===== src/rtl/vdesc_pkg.sv =====
package vdesc_pkg;
  localparam logic [7:0]  DESC_TAG    = 8'h5F;
  localparam logic [15:0] DESC_VER    = 16'h0001;
  localparam logic [15:0] T_AREA      = 16'h0200;
  localparam logic [15:0] T_WIDTH     = 16'h0201;
  localparam logic [15:0] T_HEIGHT    = 16'h0202;
  localparam logic [15:0] T_MODE_BASE = 16'h0001;
  localparam logic [7:0]  HDR_BYTES   = 8'd5;

  typedef enum logic [3:0] {
    S_LEN, S_TAG, S_VER_LO, S_VER_HI, S_DLEN,
    S_PT_LO, S_PT_HI, S_PLEN, S_PDATA, S_DROP
  } walk_st_t;
endpackage


===== src/rtl/vdesc_byte_cnt.sv =====
module vdesc_byte_cnt #(
  parameter int CW = 8
) (
  input  logic          clk,
  input  logic          rst,
  input  logic          load,
  input  logic [CW-1:0] load_val,
  input  logic          step,
  output logic [CW-1:0] rem,
  output logic          is_last
);
  logic [CW-1:0] rem_q;

  always_ff @(posedge clk) begin
    if (rst)                 rem_q <= '0;
    else if (load)           rem_q <= load_val;
    else if (step && rem_q != '0) rem_q <= rem_q - 1'b1;
  end

  assign rem     = rem_q;
  assign is_last = (rem_q == CW'(1));
endmodule


===== src/rtl/vdesc_walker.sv =====
module vdesc_walker
  import vdesc_pkg::*;
(
  input  logic        clk,
  input  logic        rst,
  input  logic        acc,
  input  logic [7:0]  in_byte,
  input  logic [7:0]  rem,
  input  logic        is_last,
  output logic        cnt_load,
  output logic [7:0]  cnt_val,
  output logic        cnt_step,
  output logic        pc_valid,
  output logic [15:0] cur_type,
  output logic [7:0]  cur_len,
  output logic        pd_valid,
  output logic [7:0]  pd_data,
  output logic        pd_last,
  output logic        done,
  output logic        err
);
  walk_st_t   st_q;
  logic [7:0] tot_q;
  logic [7:0] dcnt_q;
  logic [15:0] ver_lo_q;

  assign cnt_load = acc && (st_q == S_LEN);
  assign cnt_val  = (in_byte == 8'd0) ? 8'd0 : in_byte - 8'd1;
  assign cnt_step = acc && (st_q != S_LEN);

  always_ff @(posedge clk) begin
    if (rst) begin
      st_q     <= S_LEN;
      tot_q    <= '0;
      dcnt_q   <= '0;
      ver_lo_q <= '0;
      cur_type <= '0;
      cur_len  <= '0;
      pc_valid <= 1'b0;
      pd_valid <= 1'b0;
      pd_data  <= '0;
      pd_last  <= 1'b0;
      done     <= 1'b0;
      err      <= 1'b0;
    end else begin
      pc_valid <= 1'b0;
      pd_valid <= 1'b0;
      pd_last  <= 1'b0;
      done     <= 1'b0;
      err      <= 1'b0;
      if (acc) begin
        case (st_q)
          S_LEN: begin
            tot_q <= in_byte;
            if (in_byte < HDR_BYTES) begin
              err  <= 1'b1;
              st_q <= (in_byte <= 8'd1) ? S_LEN : S_DROP;
            end else begin
              st_q <= S_TAG;
            end
          end
          S_TAG: begin
            if (in_byte != DESC_TAG) begin
              err  <= 1'b1;
              st_q <= S_DROP;
            end else st_q <= S_VER_LO;
          end
          S_VER_LO: begin
            ver_lo_q <= {8'd0, in_byte};
            st_q     <= S_VER_HI;
          end
          S_VER_HI: begin
            if ({in_byte, ver_lo_q[7:0]} != DESC_VER) begin
              err  <= 1'b1;
              st_q <= S_DROP;
            end else st_q <= S_DLEN;
          end
          S_DLEN: begin
            if (in_byte != tot_q - 8'd2) begin
              err  <= 1'b1;
              st_q <= is_last ? S_LEN : S_DROP;
            end else if (is_last) begin
              done <= 1'b1;
              st_q <= S_LEN;
            end else st_q <= S_PT_LO;
          end
          S_PT_LO: begin
            cur_type[7:0] <= in_byte;
            if (is_last) begin
              err  <= 1'b1;
              st_q <= S_LEN;
            end else st_q <= S_PT_HI;
          end
          S_PT_HI: begin
            cur_type[15:8] <= in_byte;
            if (is_last) begin
              err  <= 1'b1;
              st_q <= S_LEN;
            end else st_q <= S_PLEN;
          end
          S_PLEN: begin
            if (in_byte > rem - 8'd1) begin
              err  <= 1'b1;
              st_q <= is_last ? S_LEN : S_DROP;
            end else begin
              cur_len  <= in_byte;
              dcnt_q   <= in_byte;
              pc_valid <= 1'b1;
              if (in_byte == 8'd0) begin
                if (is_last) begin
                  done <= 1'b1;
                  st_q <= S_LEN;
                end else st_q <= S_PT_LO;
              end else st_q <= S_PDATA;
            end
          end
          S_PDATA: begin
            pd_valid <= 1'b1;
            pd_data  <= in_byte;
            pd_last  <= (dcnt_q == 8'd1);
            dcnt_q   <= dcnt_q - 8'd1;
            if (dcnt_q == 8'd1) begin
              if (is_last) begin
                done <= 1'b1;
                st_q <= S_LEN;
              end else st_q <= S_PT_LO;
            end
          end
          S_DROP: begin
            if (is_last) st_q <= S_LEN;
          end
          default: st_q <= S_LEN;
        endcase
      end
    end
  end
endmodule


===== src/rtl/vdesc_param_cap.sv =====
module vdesc_param_cap
  import vdesc_pkg::*;
#(
  parameter int PARAM_W   = 32,
  parameter int NUM_MODES = 5
) (
  input  logic                 clk,
  input  logic                 rst,
  input  logic                 pd_valid,
  input  logic [7:0]           pd_data,
  input  logic                 pd_last,
  input  logic [15:0]          piece_type,
  input  logic [7:0]           piece_len,
  output logic [PARAM_W-1:0]   max_width,
  output logic [PARAM_W-1:0]   max_height,
  output logic [PARAM_W-1:0]   max_area,
  output logic [NUM_MODES-1:0] mode_en
);
  localparam int PB = PARAM_W / 8;

  logic [PARAM_W-1:0] sh_q;
  logic [PARAM_W-1:0] word;
  logic               word_end;

  assign word     = {pd_data, sh_q[PARAM_W-1:8]};
  assign word_end = pd_valid && pd_last && (piece_len == 8'(PB));

  always_ff @(posedge clk) begin
    if (rst) begin
      sh_q       <= '0;
      max_width  <= '0;
      max_height <= '0;
      max_area   <= '0;
    end else if (pd_valid) begin
      sh_q <= word;
      if (word_end) begin
        if (piece_type == T_WIDTH)  max_width  <= word;
        if (piece_type == T_HEIGHT) max_height <= word;
        if (piece_type == T_AREA)   max_area   <= word;
      end
    end
  end

  for (genvar i = 0; i < NUM_MODES; i++) begin : g_mode
    logic bit_q;
    always_ff @(posedge clk) begin
      if (rst) bit_q <= 1'b0;
      else if (pd_valid && pd_last && piece_len == 8'd1 &&
               piece_type == T_MODE_BASE + 16'(i))
        bit_q <= (pd_data != 8'd0);
    end
    assign mode_en[i] = bit_q;
  end
endmodule


===== src/rtl/vdesc_parser.sv =====
module vdesc_parser #(
  parameter int PARAM_W   = 32,
  parameter int NUM_MODES = 5
) (
  input  logic                 clk,
  input  logic                 rst,
  input  logic                 in_valid,
  input  logic [7:0]           in_data,
  output logic                 in_ready,
  output logic                 pc_valid,
  output logic [15:0]          pc_type,
  output logic [7:0]           pc_len,
  output logic                 pd_valid,
  output logic [7:0]           pd_data,
  output logic                 pd_last,
  output logic                 done,
  output logic                 err,
  output logic [PARAM_W-1:0]   max_width,
  output logic [PARAM_W-1:0]   max_height,
  output logic [PARAM_W-1:0]   max_area,
  output logic [NUM_MODES-1:0] mode_en
);
  logic       ready_q;
  logic       acc;
  logic       cnt_load, cnt_step, is_last;
  logic [7:0] cnt_val, rem;

  always_ff @(posedge clk) begin
    if (rst) ready_q <= 1'b0;
    else     ready_q <= 1'b1;
  end
  assign in_ready = ready_q;
  assign acc      = in_valid && ready_q;

  vdesc_byte_cnt #(.CW(8)) u_cnt (
    .clk(clk), .rst(rst), .load(cnt_load), .load_val(cnt_val),
    .step(cnt_step), .rem(rem), .is_last(is_last)
  );

  vdesc_walker u_walk (
    .clk(clk), .rst(rst), .acc(acc), .in_byte(in_data),
    .rem(rem), .is_last(is_last),
    .cnt_load(cnt_load), .cnt_val(cnt_val), .cnt_step(cnt_step),
    .pc_valid(pc_valid), .cur_type(pc_type), .cur_len(pc_len),
    .pd_valid(pd_valid), .pd_data(pd_data), .pd_last(pd_last),
    .done(done), .err(err)
  );

  vdesc_param_cap #(.PARAM_W(PARAM_W), .NUM_MODES(NUM_MODES)) u_cap (
    .clk(clk), .rst(rst), .pd_valid(pd_valid), .pd_data(pd_data),
    .pd_last(pd_last), .piece_type(pc_type), .piece_len(pc_len),
    .max_width(max_width), .max_height(max_height),
    .max_area(max_area), .mode_en(mode_en)
  );
endmodule


===== config.mk =====
export PLATFORM = sky130hd
export DESIGN_NAME = vdesc_parser
export DESIGN_NICKNAME = d
export VERILOG_FILES = /design/src/rtl/vdesc_pkg.sv /design/src/rtl/vdesc_byte_cnt.sv /design/src/rtl/vdesc_walker.sv /design/src/rtl/vdesc_param_cap.sv /design/src/rtl/vdesc_parser.sv
export SDC_FILE = /design/constraint.sdc
export NUM_CORES = 1
export LEC_CHECK = 0
export ABC_AREA = 1
export CAP_MARGIN = 10
export CORE_MARGIN = 8
export CORE_UTILIZATION = 53
export CTS_CLUSTER_SIZE = 40
export DETAILED_ROUTE_END_ITERATION = 8
export HOLD_SLACK_MARGIN = 0.03
export PLACE_DENSITY = 0.89
export SYNTH_ARGS = -nofsm -noshare
export SYNTH_HDL_FRONTEND = slang
export SYNTH_SLANG_ARGS = --single-unit

===== constraint.sdc =====
create_clock -name clk -period 3.13 [get_ports clk]
set_clock_uncertainty 0.1 [all_clocks]
set_input_delay 0.939 -clock clk [delete_from_list [all_inputs] [get_ports clk]]
set_output_delay 0.939 -clock clk [all_outputs]
set_load 0.005 [all_outputs]

==> impl_metrics.toml <==
[synth]
synth-seq-cells = 199
synth.most_common_cell = "nor2_1"
ys_seq_area_frac = 0.465
synthTopCellsByCount = "nor2_1, dfxtp_1, o21ai_0, a21oi_1, nand2_1"
avgSynthCellArea_um2 = 7.34
async_flop_share = 0
synth_cells = 1167
synth_edf_count = 0
yosys-top-cells-area = "dfxtp_1, o21ai_0, a21oi_1, nor2_1, nand2_1"
syn-num-nets = 1194
netlist.area_leader.share = 0.465
yosys_warnings = 0
ys.flop_type = "dfxtp_1"
synth_area_leader_cell = "dfxtp_1"
yosysUniqueCellTypes = 30
synth.cell_area_um2 = 8570

[sta]
max_freq_mhz = 344
fin_crit_ps = 2910
finalSetupViolCount = 0
finalCritPeriodShare = 0.928
setup_slack_ps = 224
worst-slew-pin-transition_ps = 736
tns_ps = 0
max_slew_margin = 0.509
hold_violations = 0
slew_violations = 0
rsz0062_at_grt = "false"

[clock_tree]
cts_root_buf = "clkbuf_16"
cts_made_buffers = 17
cts_setup_buffers = 0
cts_resized = 0
cts_tree = "built"
clock_sinks = 199
holdBufCountCts = 0
clkLatencyLatePin_ps = 440
h-tree-depth = 4
cts.clk_slew.worst_paths_ps = 80
clockBufferDepth = 2

[worst_hold_path]
hold_path_end = "u_walk.ver_lo_q[7]"
min-delay-start = "u_walk.ver_lo_q[7]"
hold_depth = 2
min-delay-path-class = "flop to flop"

[detailed_routing]
ant_nets = 0
drt_iter0_markers = 832
firstDrtPassIters = 5
drc = 0
vias_per_cell = 5.62
routed_wl_mm = 25.4
wl_per_cell_um = 16.7
vias = 8530

[layout]
nets = 1317
syn_to_final_growth_pct = 27.3
finalNonFillerCells = 1519
drive_gt1_frac = 0.0560
regArea_um2 = 3980
fill_cells = 1267
multi_input_area_um2 = 3930
diodes = 0

[power_and_ir_drop]
leakage_nw = 4.23
power.density_nw_per_um2 = 489
vdd_drop_max_mv = 0.353

[floorplanning]
rows = 46
start_util = 0.542
die-area_um2 = 20500
io_pins = 150
core_um2 = 15800
die_x_um = 143
die_h_um = 143

[place]
hpwl_mm = 17.2
place.port_buffers = 149
place_congestion = 0.996
dp_cells = 1487
dpl_worst_slack_ps = 34.8

[global_routing]
track_usage = 0.245
overflow = 0
grt_pass1_vias = 7870
grt_pass1_wl_mm = 40.0
antenna_found_initial = 0
grt_max_degree = 121

[critical_path]
r2r_setup_slack_ps = 220
regToRegEndpoint = "u_walk.cur_len[4]"
rr_worst_depth = 15
r2r-start = "u_cnt.rem[0]"
arrival_ps = 3170
crit_type = "flop to flop"
critPathRequiredTime_ps = 3400
endpoint_kind = "flop"
startpoint_type = "flop"
cp_max_fo = 12

[status]
status = "finished, final reports clean"

[flow_run]
cap_violations = 0
-- stage by stage --
stage,util,instance area (um2),power [mW],hold slack (ps)
global route,0.689,10900,5.53,375
CTS,0.689,10900,5.35,353
finish,0.689,10900,5.34,357
floorplan,-,8570,2.99,329
detailed placement,0.650,10300,3.13,343
global placement,0.650,10300,3.13,338
-- cell families after synthesis --
logic type	count (synthesis)	synth area share
flops	199	0.465
simple gates	387	0.192
buf+inv	170	0.0780
compound gates	379	0.226
xor+xnor	16	0.0163
fa+ha+maj	16	0.0234
-- routing by layer --
layer	vias to the layer above	track usage	part of all wire
met3	78	0.0477	0.083
li1	4148	-	-
met4	0	0.125	0.037
met5	-	0	0
met2	367	0.407	0.48
met1	3937	0.297	0.40
-- worst max-delay path by stage --
stage	start	end	slack, ps	cells after the start
2_1_floorplan	in_data[0]	u_walk.cur_len[6]	430	16
3_3_place_gp	in_data[1]	u_walk.cur_len[1]	160	13
3_5_place_dp	in_data[7]	u_walk.cur_len[4]	30	10
4_1_cts	u_cnt.rem[0]	u_walk.cur_len[4]	300	14
5_1_grt	u_cnt.rem[0]	u_walk.cur_len[4]	1	15
6_report	u_cnt.rem[0]	u_walk.cur_len[4]	220	15
-- critical path: stages (launching register included) --
cell,delay (ps)
dfxtp_1,380
inv_1,120
ha_1,240
nand2_1,160
o21ai_0,90
o21ai_0,110
inv_1,110
ha_1,280
nand2_1,60
nor2_1,140
nand4_1,180
nand2_1,180
nand3_1,110
inv_1,260
o21ai_0,150
a21oi_1,150
-- flip-flops by register name, summed over array words and instances (netlist names), 16 cells and up --
register / flops
u_cap.max_height: 32
u_cap.max_width: 32
u_cap.sh_q: 24
u_walk.cur_type: 16
u_cap.max_area: 32
-- placed cells by master, fill, tap and decap left out, drive strengths merged, types with 2 or more instances in the layout --
cell type      synthesis  final
clkdlybuf4s50          0    149
xor2                  12     12
clkbuf                64     18
a211oi                 4      4
o22ai                  3      3
nand3                 36     36
clkinv                 1      7
dfxtp                199    199
buf                   14     33
o211ai                 2      2
nand4                 17     17
nor3                  11     11
a31oi                  4      4
inv                   91     97
nor4                  13     13
nand2                102    102
o21ai                192    192
nor2                 207    207
xnor2                  4      4
ha                    16     16
a21oi                170    170
-- report_power, final --
part	internal, mW	leakage (nW)	switching, mW
Combinational	0.181	2.33	0.320
Clock	1.17	0.296	1.09
Sequential	2.56	1.61	0.0233
-- cell type report --
cell class | instances | share of cell area
Clock inverter | 14 | 0.0161
Timing Repair Buffer | 182 | 0.162
Multi-Input combinational cell | 798 | 0.360
Inverter | 92 | 0.0318
Tap cell | 216 | 0.0248
Sequential cell | 199 | 0.365
Clock buffer | 18 | 0.0403
Note: power is estimated with default switching activity, not from simulation.
